`config.mk`:
```
export PLATFORM = sky130hd
export DESIGN_NAME = utopia_tx_link
export DESIGN_NICKNAME = d
export VERILOG_FILES = /design/src/rtl/utopia_tx_link.sv
export SDC_FILE = /design/constraint.sdc
export NUM_CORES = 1
export LEC_CHECK = 0
export BUFFER_PORTS_ARGS = -buffer_cell sky130_fd_sc_hd__buf_2
export CAP_MARGIN = 20
export CORE_AREA = 3 3 62 64
export DETAILED_ROUTE_END_ITERATION = 7
export DIE_AREA = 0 0 65 67
export PLACE_DENSITY = 0.68
export SLEW_MARGIN = 0
export SYNTH_ARGS = -nofsm -noshare
export SYNTH_HDL_FRONTEND = slang
export SYNTH_SLANG_ARGS = --single-unit
```
`constraint.sdc`:
```
create_clock -name clk -period 2.2 [get_ports clk]
set_clock_uncertainty 0.05 [all_clocks]
set_input_delay 0 -clock clk [delete_from_list [all_inputs] [get_ports clk]]
set_output_delay 0 -clock clk [all_outputs]
set_load 0.02 [all_outputs]
```
`src/rtl/utopia_tx_link.sv`:
```
module utopia_tx_link #(
  parameter int WORDS = 27,
  parameter int AW    = 5
) (
  input  logic          clk,
  input  logic          rst,
  input  logic          mode54,
  input  logic          cell_rdy,
  input  logic          phy_space,
  output logic          rd_en,
  output logic [AW-1:0] rd_addr,
  input  logic [15:0]   rd_word,
  output logic          tx_en_n,
  output logic          tx_soc,
  output logic [7:0]    tx_byte
);

  localparam int NBYTES = 2 * WORDS;
  localparam int BW     = $clog2(NBYTES);
  localparam logic [BW-1:0] LAST_B  = BW'(NBYTES - 1);
  localparam logic [BW-1:0] PLAST_B = BW'(NBYTES - 2);
  localparam logic [BW-1:0] HOP_B   = BW'(4);
  localparam logic [BW-1:0] LAND_B  = BW'(6);
  localparam logic [AW-1:0] LAST_W  = AW'(WORDS - 1);

  typedef enum logic [1:0] {S_IDLE, S_PRE, S_SEND} st_t;

  st_t         st;
  logic [BW-1:0] bcnt;
  logic [BW-1:0] nb;
  logic [15:0] wreg;
  logic        cont;
  logic        sending;

  assign sending = (st == S_SEND);
  assign nb      = (bcnt == HOP_B && !mode54) ? LAND_B : bcnt + BW'(1);
  assign rd_en   = (st == S_PRE) || (sending && ((bcnt == LAST_B) ? cont : !nb[0]));
  assign tx_en_n = !sending;
  assign tx_soc  = sending && (bcnt == '0);
  assign tx_byte = sending ? (bcnt[0] ? wreg[7:0] : wreg[15:8]) : 8'h00;

  always_ff @(posedge clk) begin
    if (rst) begin
      st      <= S_IDLE;
      bcnt    <= '0;
      wreg    <= '0;
      cont    <= 1'b0;
      rd_addr <= '0;
    end else begin
      if (rd_en) begin
        wreg    <= rd_word;
        rd_addr <= (rd_addr == LAST_W) ? '0 : rd_addr + AW'(1);
      end
      case (st)
        S_IDLE: if (cell_rdy && phy_space) st <= S_PRE;
        S_PRE: begin
          st   <= S_SEND;
          bcnt <= '0;
        end
        S_SEND: begin
          if (bcnt == PLAST_B) cont <= cell_rdy && phy_space;
          if (bcnt == LAST_B) begin
            bcnt <= '0;
            st   <= cont ? S_SEND : S_IDLE;
          end else begin
            bcnt <= nb;
          end
        end
        default: st <= S_IDLE;
      endcase
    end
  end

endmodule

```
## Word level (Yosys, flattened, before mapping)

Cells that the tools add are included.

| word-level totals | value |
|---|---|
| bits in registers | 30 |
| output and inout port bits | 16 |
| logic and storage cells | 39 |

| cells by class | value |
|---|---|
| $add $sub $neg | 2 |
| reductions and logical operators | 13 |
| equal/unequal tests | 8 |
| muxes and demuxes | 11 |

Operators with widths:

| operator | number |
|---|---|
| 8-bit 2-to-1 mux | 2 |
| 6-bit == test (second input constant) | 2 |
| 6-bit 2-to-1 mux | 2 |
| 6-bit case mux with 2 select lines | 1 |
| 6-bit by 1-bit adder with 6-bit output (second input constant) | 1 |
| 6-bit by 3-bit == test with 1-bit output (second input constant) | 1 |
| 6-bit zero test | 1 |
| 2-bit 2-to-1 mux | 3 |
| 2-bit case mux with 3 select lines | 1 |
| 5-bit by 1-bit adder with 5-bit output (second input constant) | 1 |
| 5-bit == test (second input constant) | 1 |
| 5-bit 2-to-1 mux | 1 |
| 1-bit logical AND | 4 |
| 2-bit AND reduction | 2 |
| 1-bit zero test | 3 |
| 2-bit by 1-bit == test with 1-bit output (second input constant) | 1 |
| 2-bit == test (second input constant) | 1 |
| 2-bit zero test | 1 |
| 2-bit by 1-bit inequality test with 1-bit output (second input constant) | 1 |
| 2-bit inequality test (second input constant) | 1 |
| 2-bit nonzero test | 1 |
| 1-bit logical OR | 1 |
| 1-bit 2-to-1 mux | 1 |

## Longest topological paths before layout

| logic depth | value |
|---|---|
| depth after elaboration | 7 |
| mapped depth | 9 |

## Worst setup path after synthesis

OpenSTA, ideal clock, no wires.

| path | value |
|---|---|
| path type | register to register |
| start point | reg bcnt[0] |
| end point | reg rd_addr[2] |
| period minus slack after synthesis | 2.252 ns |
| arrival | 2.086 ns |
| buffers on the path | 2 |
| stages on the path, launching flop included | 9 |
| required time | 2.034 ns |
| path slack | -0.052 ns |
| setup time | 0.116 ns |
| cells stage by stage | dfxtp_1 > buf_1 > inv_1 > ha_1 > and4bb_2 > a21oi_1 > o21ai_4 > buf_8 > a31o_1 |

| between the ends | value |
|---|---|
| longest elaborated chain between the ends | 7 |
| elaborated cells on any way between the ends | 9 |
| classes of those cells | 1 x add/sub; 2 x eq/ne; 2 x mux; 4 x reduce/logical |

RTL lines:

| item | line | text |
|---|---|---|
| from (decl) | 29 | `logic [BW-1:0] bcnt;` |
| from (signal assigned) | 66 | `bcnt <= nb;` |
| parallel branches: the longest is 4 deep, another holds 6-bit by 1-bit adder with 6-bit output | n/a |  |
| 1-bit 2-to-1 mux (*) | 37 | `assign rd_en = (st == S_PRE) \|\| (sending && ((bcnt == LAST_B) ? cont : !nb[0]));` |
| 1-bit logical AND (*) | 37 |  |
| 1-bit logical OR (*) | 37 |  |
| named net rd_en | 10 | `output logic rd_en,` |
| to (signal assigned) | 52 | `rd_addr <= (rd_addr == LAST_W) ? '0 : rd_addr + AW'(1);` |
| to (decl) | 11 | `output logic [AW-1:0] rd_addr,` |

Mark *: on every way through the listed nets, which the timed path passes.
A chain may end at the register's enable or synchronous reset.

## Worst setup path in the final report

| path | value |
|---|---|
| start point | reg st[0] |
| end point | reg rd_addr[3] |

| between the ends | value |
|---|---|
| longest elaborated chain between the ends | 3 |
| elaborated cells on any way between the ends | 4 |
| classes of those cells | 2 x eq/ne; 2 x reduce/logical |

RTL lines:

| item | line | text |
|---|---|---|
| from (decl) | 28 | `st_t st;` |
| from (signal assigned) | 64 | `st <= cont ? S_SEND : S_IDLE;` |
| 2-bit == test | 35 | `assign sending = (st == S_SEND);` |
| 1-bit logical AND | 37 |  |
| 1-bit logical OR (*) | 37 |  |

Mark *: on every way between the ends. The rest lies on a longest branch, timed or not.

==> qor.yml <==
wl_per_cell_um: 12.33
synthesis.area_um2: 1568
slowest_stage: "dfxtp_1"
drt-pass1-iter-count: 4
start_kind: "flop"
hold_path_class: "primary input to flop"
slew_viol_final: 0
p_int_mw: 1.340
finalSetupTns_ns: 0
nNetsFinal: 255
fill_cells: 301
portBuffers: 36
crit_buf_inv: 3
clkLatencyLatePin_ns: 0.33
num_vias: 1343
crit_path_frequent_cell: "inv_1"
synth_area_leaders: "dfxtp_1, mux2i_1, nor2_1"
synth_warnings: 0
fin_util_pct: 61.94
critPathMaxFanout: 6
vias_per_cell: 4.938
dieWidth_um: 65
end_kind: "flop"
sequentialPowerShare_pct: 34.3
max_freq_mhz: 498.7
p_leak_nw: 0.8500
crit_path_max_incr_delay_ns: 0.34
final_area_um2: 2067
grt_pass1_vias: 1318
cts_root_buf: "clkbuf_4"
slew_headroom_pct: 63.88
fin_crit_ns: 2.005
areaGrowthSynthToFinish_pct: 31.84
synth-seq-cells: 30
power_mw: 2.121
p_sw_uw: 781.2
path_cells: "inv_1 -> ha_1 -> inv_1 -> a21o_1 -> o21ai_4 -> buf_4 -> a41oi_2 -> a311oi_2"
final_antenna_net_count: 0
clk_path_buf_depth: 2
avgSynthCellArea_um2: 9.444
drc: 0
finalCritPeriodShare_pct: 91.14
synth_cells: 166
combPwrFrac_pct: 46.2
grt_pass1_wl_um: 5899
cts_sinks: 30
switching_share_pct: 36.83
cts.reportedPaths.clkPinSlew_ns: 0.10
worst_slew_pin_slew_ns: 0.5417
cts_tree: "built"
die_area_um2: 4355
rsz0062_at_grt: "false"
peakVddDrop_uv: 591.4
hold_violations: 0
h-tree-depth: 2
synth_nets: 196
first_iter_violations: 18
cts_buffers: 5
gr-total-overflow: 0
die_h_um: 67
finalWirelength_um: 3353
post_dp_cell_area_um2: 1785
cp.arrival_ns: 2.20
yosysTopAreaCell: "dfxtp_1"
layout_commonest_cell: "nor2_1"
outcome: "completed"
track_usage_pct: 17.68
drv_cap: 0
power_density_nw_per_um2: 1026
layout-drive-gt1-share_pct: 26.55
cts_resized: 0
path_delay_family: "compound AO/OA/AOI/OAI gates"
grt_max_degree: 29
yosysUniqueCellTypes: 32
dp_hpwl_um: 2333
diodes: 0
initial_core_util_pct: 46.98
antenna_found_initial: 0
ys_seq_area_share_pct: 38.31
path_class: "flop to flop"
gp_congestion: 0.8820
rows: 21
clkPwrFrac_pct: 19.5
cp.required_ns: 2.40
mostFrequentLayoutCells: "nor2_1, buf_2, dfxtp_1, mux2i_1, dlygate4sd3_1"
fp.coreArea_um2: 3337
synth_top_area_share_pct: 38.31
ioPinCount: 37
setup_viol: 0
==> through the flow <==
| step | cells | hold WS (ns) | worst slack [ns] |
|---|---|---|---|
| final | 272 | 0.08198 | 0.1950 |
| after global routing | 272 | 0.08473 | 0.04171 |
| after CTS | 269 | 0.07178 | 0.1482 |
| after detailed placement | 243 | 0.1922 | 0.1800 |
| after global placement | 243 | 0.1850 | 0.2859 |
| after floorplan | 166 | 0.09713 | 0.1658 |
==> kinds of logic after synthesis <==
family          synth area share [%]
simple gates                   17.16
fa+ha+maj                      7.183
mux                            19.23
compound gates                 10.22
buf+inv                        5.666
flops                          38.31
xor+xnor                       2.235
==> layout make-up <==
cell class	instances	area (um2)	area share (%)
Timing Repair Buffer	61	425.4	20.58
Inverter	7	26.28	1.271
Sequential cell	30	600.6	29.06
Clock buffer	8	78.83	3.814
Tap cell	46	57.56	2.785
Multi-Input combinational cell	120	878.3	42.49
==> Yosys cell counts, drive strengths merged <==
master	n
nor2	38
dfxtp	30
mux2i	29
ha	9
a21oi	7
inv	7
nand2	7
clkbuf	5
buf	4
a41oi	3
nand2b	3
nand3	3
nand4	3
a211oi	2
a21o	2
a31o	2
xnor2	2
xor2	2
a311oi	1
and4b	1
and4bb	1
mux2	1
nor3	1
nor3b	1
nor4b	1
o21ai	1
==> sequential cells by signal, summed over array words and instances, names as in the netlist <==
| signal | cells |
|---|---|
| wreg | 16 |
| bcnt | 6 |
| rd_addr | 5 |
| st | 2 |
| cont | 1 |
==> timing repair <==
action                                  4_1_cts  5_1_grt
buffers inserted                              0        3
hold endpoints to repair                     17        0
endpoints found under the setup margin        0        1
hold buffers                                 18        0
==> routing by layer <==
metal	routed length (um)	share of wire, %	GRT usage [%]	vias to the layer above
met2	1621	48	29.89	31
met3	183	5.5	5.734	5
li1	-	-	-	683
met5	0	0	0	-
met4	40	1.2	7.124	0
met1	1506	45	20.55	624
==> final timing paths <==
check	from	endpoint	slack, ns	cells past startpoint
min	rst	wreg[4]$_SDFFE_PP0P_	0.08	2
min reg2reg	wreg[11]$_SDFFE_PP0P_	wreg[11]$_SDFFE_PP0P_	0.45	2
max reg2reg	st[0]$_SDFFE_PP0P_	rd_addr[3]$_SDFFE_PP0P_	0.19	8
max	st[0]$_SDFFE_PP0P_	rd_addr[3]$_SDFFE_PP0P_	0.19	8
==> worst register-to-register path: cells and delay by family, from the launching register on <==
kind	cells	cell delay, ns
AO/OA/AOI/OAI	4	0.81
buffers and inverters	3	0.43
flip-flops	1	0.34
adder cells (fa/ha/maj)	1	0.29
==> power groups by stage <==
stage,sequential [mW],combinational [mW],clock [mW]
2_1_floorplan,0.741,0.739,0
3_3_place_gp,0.735,0.884,0
3_5_place_dp,0.742,0.911,0
4_1_cts,0.729,0.939,0.423
5_1_grt,0.745,1.09,0.453
6_report,0.727,0.980,0.413
(Power assumes the default switching activity.)
